[config.mk]
export PLATFORM = sky130hd
export DESIGN_NAME = ss_cds_adc
export DESIGN_NICKNAME = d
export VERILOG_FILES = /design/src/rtl/ss_adc_pkg.sv /design/src/rtl/cmp_sync.sv /design/src/rtl/phase_ctrl.sv /design/src/rtl/cds_counter.sv /design/src/rtl/ss_cds_adc.sv
export SDC_FILE = /design/constraint.sdc
export NUM_CORES = 1
export LEC_CHECK = 0
export ABC_AREA = 1
export BUFFER_PORTS_ARGS = -buffer_cell sky130_fd_sc_hd__buf_2
export CORE_ASPECT_RATIO = 1.2
export CORE_MARGIN = 3
export CORE_UTILIZATION = 30
export DETAILED_ROUTE_END_ITERATION = 12
export PLACE_DENSITY = 0.5
export REMOVE_ABC_BUFFERS = 1
export SLEW_MARGIN = 20
export SYNTH_ARGS = -nofsm -noshare
export SYNTH_HDL_FRONTEND = slang
export SYNTH_SLANG_ARGS = --single-unit
[constraint.sdc]
create_clock -name clk -period 3 [get_ports clk]
set_input_delay 0.6 -clock clk [delete_from_list [all_inputs] [get_ports clk]]
set_output_delay 0.6 -clock clk [all_outputs]
set_load 0.05 [all_outputs]
[src/rtl/ss_adc_pkg.sv]
package ss_adc_pkg;

  typedef enum logic [1:0] {
    PH_IDLE = 2'd0,
    PH_REF  = 2'd1,
    PH_GAP  = 2'd2,
    PH_SIG  = 2'd3
  } phase_e;

  // number of counting cycles in a window
  function automatic int unsigned window_cycles(input int unsigned bits, input bit full);
    return full ? (32'd1 << bits) : (32'd1 << (bits - 2));
  endfunction

endpackage

[src/rtl/cmp_sync.sv]
module cmp_sync #(
  parameter int STAGES = 2
) (
  input  logic clk,
  input  logic rst_n,
  input  logic d,
  output logic q
);
  logic [STAGES-1:0] chain;

  generate
    for (genvar i = 0; i < STAGES; i++) begin : g_stage
      if (i == 0) begin : g_first
        always_ff @(posedge clk or negedge rst_n)
          if (!rst_n) chain[0] <= 1'b0;
          else        chain[0] <= d;
      end else begin : g_next
        always_ff @(posedge clk or negedge rst_n)
          if (!rst_n) chain[i] <= 1'b0;
          else        chain[i] <= chain[i-1];
      end
    end
  endgenerate

  assign q = chain[STAGES-1];
endmodule

[src/rtl/phase_ctrl.sv]
module phase_ctrl
  import ss_adc_pkg::*;
#(
  parameter int RES_BITS = 8,
  parameter int GAP_CYC  = 4
) (
  input  logic   clk,
  input  logic   rst_n,
  input  logic   start,
  output phase_e phase,
  output logic   arm,
  output logic   ramp_on,
  output logic   dir_up,
  output logic   win_last,
  output logic   conv_end
);
  localparam int CW = RES_BITS;
  localparam logic [CW-1:0] REF_LAST = CW'(window_cycles(RES_BITS, 1'b0) - 1);
  localparam logic [CW-1:0] SIG_LAST = CW'(window_cycles(RES_BITS, 1'b1) - 1);
  localparam logic [CW-1:0] GAP_LAST = CW'(GAP_CYC - 1);

  phase_e        ph_q;
  logic [CW-1:0] wcnt;
  logic          ref_end, gap_end;

  assign arm      = (ph_q == PH_IDLE) && start;
  assign ref_end  = (ph_q == PH_REF) && (wcnt == REF_LAST);
  assign gap_end  = (ph_q == PH_GAP) && (wcnt == GAP_LAST);
  assign conv_end = (ph_q == PH_SIG) && (wcnt == SIG_LAST);
  assign win_last = ref_end || conv_end;
  assign ramp_on  = (ph_q == PH_REF) || (ph_q == PH_SIG);
  assign dir_up   = (ph_q == PH_SIG);
  assign phase    = ph_q;

  always_ff @(posedge clk or negedge rst_n) begin
    if (!rst_n) begin
      ph_q <= PH_IDLE;
      wcnt <= '0;
    end else begin
      unique case (ph_q)
        PH_IDLE: if (start) begin ph_q <= PH_REF; wcnt <= '0; end
        PH_REF:  if (ref_end) begin ph_q <= PH_GAP; wcnt <= '0; end
                 else wcnt <= wcnt + 1'b1;
        PH_GAP:  if (gap_end) begin ph_q <= PH_SIG; wcnt <= '0; end
                 else wcnt <= wcnt + 1'b1;
        PH_SIG:  if (conv_end) begin ph_q <= PH_IDLE; wcnt <= '0; end
                 else wcnt <= wcnt + 1'b1;
        default: ph_q <= PH_IDLE;
      endcase
    end
  end
endmodule

[src/rtl/cds_counter.sv]
module cds_counter #(
  parameter int RES_BITS = 8
) (
  input  logic                clk,
  input  logic                rst_n,
  input  logic                arm,
  input  logic                active,
  input  logic                dir_up,
  input  logic                cmp_s,
  input  logic                win_last,
  input  logic                conv_end,
  output logic                cnt_en,
  output logic [RES_BITS+1:0] result,
  output logic                saturated,
  output logic                done
);
  localparam int RW = RES_BITS + 2;

  function automatic logic [RW-1:0] step_cnt(input logic [RW-1:0] c, input logic up);
    return up ? c + RW'(1) : c - RW'(1);
  endfunction

  logic [RW-1:0] cnt, cnt_nxt;
  logic          tripped, full_win, sat_acc;

  assign cnt_en   = active && cmp_s && !tripped;
  assign cnt_nxt  = cnt_en ? step_cnt(cnt, dir_up) : cnt;
  assign full_win = win_last && cmp_s && !tripped;

  always_ff @(posedge clk or negedge rst_n) begin
    if (!rst_n) begin
      cnt       <= '0;
      tripped   <= 1'b0;
      sat_acc   <= 1'b0;
      result    <= '0;
      saturated <= 1'b0;
      done      <= 1'b0;
    end else begin
      done <= conv_end;
      if (arm) begin
        cnt     <= '0;
        tripped <= 1'b0;
        sat_acc <= 1'b0;
      end else begin
        cnt <= cnt_nxt;
        if (win_last)                tripped <= 1'b0;
        else if (active && !cmp_s)   tripped <= 1'b1;
        if (full_win) sat_acc <= 1'b1;
      end
      if (conv_end) begin
        result    <= cnt_nxt;
        saturated <= sat_acc || full_win;
      end
    end
  end
endmodule

[src/rtl/ss_cds_adc.sv]
module ss_cds_adc
  import ss_adc_pkg::*;
#(
  parameter int RES_BITS    = 8,
  parameter int GAP_CYC     = 4,
  parameter int SYNC_STAGES = 2
) (
  input  logic                clk,
  input  logic                rst_n,
  input  logic                start,
  input  logic                cmp_in,
  output logic                ramp_step,
  output logic [1:0]          phase,
  output logic [RES_BITS+1:0] result,
  output logic                saturated,
  output logic                done
);
  phase_e ph;
  logic   arm, ramp_on, dir_up, win_last, conv_end, cmp_s, cnt_en;

  cmp_sync #(.STAGES(SYNC_STAGES)) u_sync (
    .clk(clk), .rst_n(rst_n), .d(cmp_in), .q(cmp_s)
  );

  phase_ctrl #(.RES_BITS(RES_BITS), .GAP_CYC(GAP_CYC)) u_ctrl (
    .clk(clk), .rst_n(rst_n), .start(start), .phase(ph), .arm(arm),
    .ramp_on(ramp_on), .dir_up(dir_up), .win_last(win_last), .conv_end(conv_end)
  );

  cds_counter #(.RES_BITS(RES_BITS)) u_cnt (
    .clk(clk), .rst_n(rst_n), .arm(arm), .active(ramp_on), .dir_up(dir_up),
    .cmp_s(cmp_s), .win_last(win_last), .conv_end(conv_end), .cnt_en(cnt_en),
    .result(result), .saturated(saturated), .done(done)
  );

  assign ramp_step = ramp_on;
  assign phase     = ph;
endmodule

==> results.toml, run 1 <==
[power]
power_density_mw_per_mm2 = 987
p_leak_nw = 1.31
ir_drop_uv = 386
pwr-share-seq_pct = 27.1
clkPwrFrac_pct = 15.1
power.internal_mw = 1.27
comb_power_share_pct = 57.8
p_switching_mw = 1.14
p_sw_share_pct = 47.3

[sta]
hold_viol = 0
rsz0062_at_grt = "false"
fin_ws_ns = 0.571
hold_ws_ns = 0.354
skew_ns = 0.00639
min_period_ns = 2.43
relSlewSlack_pct = 43.7
max_freq_mhz = 412
setup_tns_ns = 0
setup_violations = 0
post-route-period-util_pct = 81.0
slew_violations = 0
max_slew.worst_pin.slew_ns = 0.844

[setup_path]
end_kind = "flip-flop"
cp_slowest_cell = "ha_1"
path_class = "reg -> reg"
cp.buffers_inverters = 1
critPathMaxFanout = 9
worstPathRequired_ns = 3.19
cp_slowest_stage_delay_ns = 0.43
cp-start-kind = "flip-flop"
crit_family = "adder cells"
crit_chain = "ha_1, inv_1, ha_1, nand2_1, o21ai_0, nand2_1, nand3_1, nand3_1, nand3_1, nand2_1"
critPathArrivalTime_ns = 2.62

[layout]
nets = 316
nFillCells = 770
n_antenna_cell = 0
design_area_mm2 = 0.00244
drive_above_1_share_pct = 15.8
area_delta_synth_final_pct = 12.4

[clock_tree]
clock_latency_ns = 0.29
cts_setup_buffers = 0
ctsResizeCount = 0
clock-root-buffer = "clkbuf_8"
cts.sinks = 36
htreeDepth = 2
hold_buffers = 0
cts_tree = "yes"
clk_pin_slew_ns = 0.08
numCtsBuffers = 5
cts_buffer_depth = 2

[drt]
dr_wl_met3_um = 117
m1WireLength_um = 2000
top_layer = "met4"
drt-initial-drc-count = 59
wl_um = 4470
postRouteAntennaNets = 0
wl_met2_um = 2310
drt_pass1_iterations = 4
num_vias = 1726
drc = 0
drt-vias-per-instance = 4.48
wl_per_cell_um = 11.6

[placed_design]
post-place-ws_ns = 0.529
gp_congestion = 0.786
place_hpwl_um = 3260
portBuffers = 18
placedInstanceArea_mm2 = 0.00234

[yosys]
ys_types = 32
syn_inst = 275
ys.warnings.count = 0
synth-seq-area-share_pct = 41.5
synth_seq_cells = 36
synth_area_leader_cell = "dfrtp_1"
synth-main-ff-cell = "dfrtp_1"
synth_top_area_share_pct = 41.5
synth.avg_cell_area_um2 = 7.88
synthArstFlopShare_pct = 100
syn_area_mm2 = 0.00217
ys_top_cells_by_count = "nand2_1 (82), dfrtp_1 (36), inv_1 (27), nand3_1 (27), nor2_1 (26)"
yosysMostFrequentCell = "nand2_1"
synth_edf_count = 0
synthTopCellsByArea = "dfrtp_1 (42%), nand2_1 (14%), ha_1 (8.1%), nand3_1 (6.2%), inv_1 (4.7%)"

[job]
drv_cap = 0

[grt]
antenna_found_initial = 0
grt_usage_pct = 12.1
grt_pass1_vias = 1791
grt_first_pass_wirelength_um = 8110
grt_start_max_net_pins = 37
overflow = 0

[floorplanning]
dieArea_mm2 = 0.00829
die_w_um = 83.6
rows = 33
die_h_um = 99.1
start_util_pct = 31.3
core_mm2 = 0.00694
ios = 19

[min_path]
worstHoldPathType = "reg -> reg"

[status]
status = "finished, final reports clean"
==> final timing paths <==
check / startpoint / endpoint / slack [ns] / cells past startpoint
max: u_ctrl.phase[0] / u_cnt.result[6] / 0.57 / 10
min: u_sync.chain[0] / u_sync.q / 0.35 / 0
max reg2reg: u_ctrl.phase[0] / u_cnt.result[6] / 0.57 / 10
min reg2reg: u_sync.chain[0] / u_sync.q / 0.35 / 0
max in group asynchronous: rst_n / u_ctrl.wcnt[6] / 2.06 / 1
min in group asynchronous: rst_n / u_cnt.cnt[4] / 0.41 / 1
==> flip-flops by register name, indices dropped and copies added, names as in the netlist <==
name and count:
u_cnt.cnt 10, u_cnt.done 1, u_cnt.result 10, u_cnt.sat_acc 1, u_cnt.saturated 1, u_cnt.tripped 1, u_ctrl.phase 2, u_ctrl.wcnt 8
u_sync.chain 1, u_sync.q 1
==> placed cells by master (no fill, tap or decap) <==
| cell | n |
|---|---|
| nand2_4 | 1 |
| o21ai_1 | 3 |
| clkbuf_8 | 6 |
| nand3_1 | 27 |
| buf_2 | 18 |
| clkinv_2 | 3 |
| nor2_4 | 1 |
| o211ai_1 | 1 |
| nand3_4 | 1 |
| o21ai_0 | 7 |
| or2_2 | 6 |
| nor3_1 | 2 |
| o21bai_1 | 1 |
| nand2_2 | 2 |
| nand3b_1 | 4 |
| dfrtp_1 | 36 |
| and2_4 | 1 |
| a21oi_1 | 5 |
| nand3_2 | 1 |
| nand4_1 | 4 |
| inv_1 | 27 |
| a21o_1 | 1 |
| xor2_1 | 6 |
| nor2_1 | 26 |
| ha_1 | 14 |
| inv_2 | 3 |
| nand2_1 | 82 |
| xnor2_1 | 4 |
| nor2_2 | 1 |
| o21ai_2 | 3 |
| fa_1 | 1 |
==> cell type report <==
cell class                 instances  area, µm²  share of cell area [%]
inverter                          31        118                    4.83
clock buffer                       6       82.6                    3.39
sequential                        36        901                    37.0
multi-input combinational        205       1130                    46.3
clock inverter                     2       10.0                   0.411
timing repair buffer              18       90.1                    3.70
tap                               87        109                    4.47
==> per-stage QoR <==
step	power, mW	instances	utilization, %
floorplan	1.79	272	-
global placement	2.07	377	33.8
detailed placement	2.07	377	33.8
CTS	2.45	385	35.1
global route	2.71	385	35.1
finish	2.41	385	35.1
==> power by group through the flow <==
stage	Clock, mW	Combinational [mW]	Sequential (mW)
2_1_floorplan	0	1.10	0.691
3_3_place_gp	0	1.41	0.663
3_5_place_dp	0	1.41	0.663
4_1_cts	0.383	1.41	0.655
5_1_grt	0.406	1.63	0.669
6_report	0.363	1.39	0.653
==> per-layer routing <==
layer  vias up  GRT usage [%]
met4         0           3.71
met3         4           3.15
met5         -              0
met1       784           13.7
met2        17           22.3
li1        921              -
==> cells by family (layout without fill, tap and decap cells) <==
kind of cell / count (synthesis) / count (layout) / synth area share [%]
AO/OA/AOI/OAI: 21 / 21 / 5.71
adder cells (fa/ha/maj): 15 / 15 / 9.00
buffers and inverters: 34 / 57 / 6.46
AND/OR/NAND/NOR: 159 / 159 / 33.2
XOR/XNOR: 10 / 10 / 4.04
flip-flops: 36 / 36 / 41.5
(Power assumes the default switching activity.)
==> inputs of run 2 (changes only) <==
--- a/config.mk
+++ b/config.mk
@@ -11,7 +11,7 @@
 export CORE_MARGIN = 3
 export CORE_UTILIZATION = 30
 export DETAILED_ROUTE_END_ITERATION = 12
-export PLACE_DENSITY = 0.5
+export PLACE_DENSITY = 0.51
 export REMOVE_ABC_BUFFERS = 1
 export SLEW_MARGIN = 20
 export SYNTH_ARGS = -nofsm -noshare
==> constraint.sdc (replaced) <==
create_clock -name clk -period 2 [get_ports clk]
set_input_delay 0.4 -clock clk [delete_from_list [all_inputs] [get_ports clk]]
set_output_delay 0.4 -clock clk [all_outputs]
set_load 0.05 [all_outputs]
==> run 2 against run 1 <==
Compared with the run above:
- global-route usage is 0.24 points higher
- register-to-register slack worse by 0.45 ns
- largest power group unchanged
- clock skew is 0.0026 ns higher
- largest cell class unchanged
- combinational power is 76% higher
- wire length is 4.9% higher
- cell area is 7.1% higher
==> results.toml, run 2 (same netlist as run 1, synthesis figures left out) <==
[power]
p_total_mw = 4.14
ir_drop_uv = 613
p_leak_nw = 1.38
power_density_mw_per_mm2 = 1590

[floorplanning]
core_mm2 = 0.00694
die_w_um = 83.6
ios = 19
dieArea_mm2 = 0.00829
die_h_um = 99.1
rows = 33
start_util_pct = 31.3

[setup_path]
r2r_start = "u_ctrl.phase[0]"
crit_start = "u_ctrl.phase[0]"
end_kind = "primary output"
cp-start-kind = "flip-flop"
worstPathRequired_ns = 1.60
critPathMaxFanout = 4
critPathArrivalTime_ns = 1.51
path_class = "reg -> out"

[clock_tree]
cts_tree = "yes"
clock-root-buffer = "clkbuf_8"
hold_buffers = 0
numCtsBuffers = 5
htreeDepth = 2
cts.sinks = 36
clk_pin_slew_ns = 0.08
cts_setup_buffers = 0
clock_latency_ns = 0.30
cts_buffer_depth = 2

[layout]
area_delta_synth_final_pct = 20.4
n_antenna_cell = 0
layout_commonest_cell = "nand2_1"
fin_cells = 395
largest_registers = "u_cnt.cnt x10, u_cnt.result x10, u_ctrl.wcnt x8"
layout_common_cells = "nand2_1 (79), dfrtp_1 (36), inv_1 (26), nand3_1 (26), nor2_1 (24)"
design_area_mm2 = 0.00261
nets = 326
drive_above_1_share_pct = 23.1

[sta]
setup_violations = 0
max_freq_mhz = 523
hold_ws_ns = 0.135
relSlewSlack_pct = 64.8
post-route-period-util_pct = 95.5
hold_viol = 0
max_slew.worst_pin.slew_ns = 0.526
skew_ns = 0.00900
slew_violations = 0
min_period_ns = 1.91
rsz0062_at_grt = "true"

[grt]
grt_start_max_net_pins = 37
grt_first_pass_wirelength_um = 8330
grt_usage_pct = 12.4
grt_pass1_vias = 1871
antenna_found_initial = 0
overflow = 0

[placed_design]
gp_congestion = 0.787
dpl.cell_count = 387
portBuffers = 18
place_hpwl_um = 3400
placedInstanceArea_mm2 = 0.00242

[job]
drv_cap = 0

[drt]
drc = 0
drt_pass1_iterations = 6
wl_um = 4690
drt-vias-per-instance = 4.54
postRouteAntennaNets = 0
num_vias = 1792
drt-initial-drc-count = 66
wl_per_cell_um = 11.9

[min_path]
worstHoldPathType = "in -> async"

[status]
status = "finished, final reports clean"
[run 2: final timing paths]
kind	slack (ns)	to	cells past startpoint
min	0.14	u_cnt.result[1]	2
max in group asynchronous	1.52	u_cnt.cnt[1]	2
min reg2reg	0.35	u_sync.q	0
min in group clk	0.21	u_sync.chain[0]	1
max	0.09	ramp_step	6
max reg2reg	0.12	u_cnt.result[9]	11
[run 2: repair_timing]
item,in CTS,in global routing
pin swaps,0,3
resized for setup,8,14
setup endpoints to repair,15,19
[run 2: per-stage QoR]
step | TNS, ns | worst slack [ns] | utilization, %
2_1_floorplan | -6.41 | -0.487 | -
3_3_place_gp | -0.627 | -0.0936 | 34.9
3_5_place_dp | -1.22 | -0.149 | 34.9
4_1_cts | 0 | 0.0175 | 37.0
5_1_grt | -0.00956 | -0.00956 | 37.6
6_report | 0 | 0.0895 | 37.6
[run 2: metal layers]
layer	vias to the layer above	GRT usage [%]	routed length (µm)
li1	939	-	-
met1	828	14.5	2130
met2	18	22.2	2360
met3	7	2.65	117
met4	0	4.46	88
met5	-	0	0
[run 2: power breakdown]
part	switching, mW	total, mW	internal, mW
combinational	1.50	2.45	0.951
clock	0.281	0.721	0.440
sequential	0.0957	0.968	0.873
[run 2: layout make-up]
| type | instances | area (µm²) |
|---|---|---|
| multi-input combinational | 205 | 1180 |
| fill | 739 | 4330 |
| clock buffer | 7 | 96.3 |
| tap | 87 | 109 |
| timing repair buffer | 28 | 171 |
| sequential | 36 | 901 |
| clock inverter | 1 | 30.0 |
| inverter | 31 | 123 |
[run 2: critical path, stage by stage, from the launching register on]
cell and delay (ns):
dfrtp_1 0.39, ha_2 0.21, buf_4 0.14, buf_4 0.16, nor2_4 0.10, inv_2 0.06
buf_6 0.15
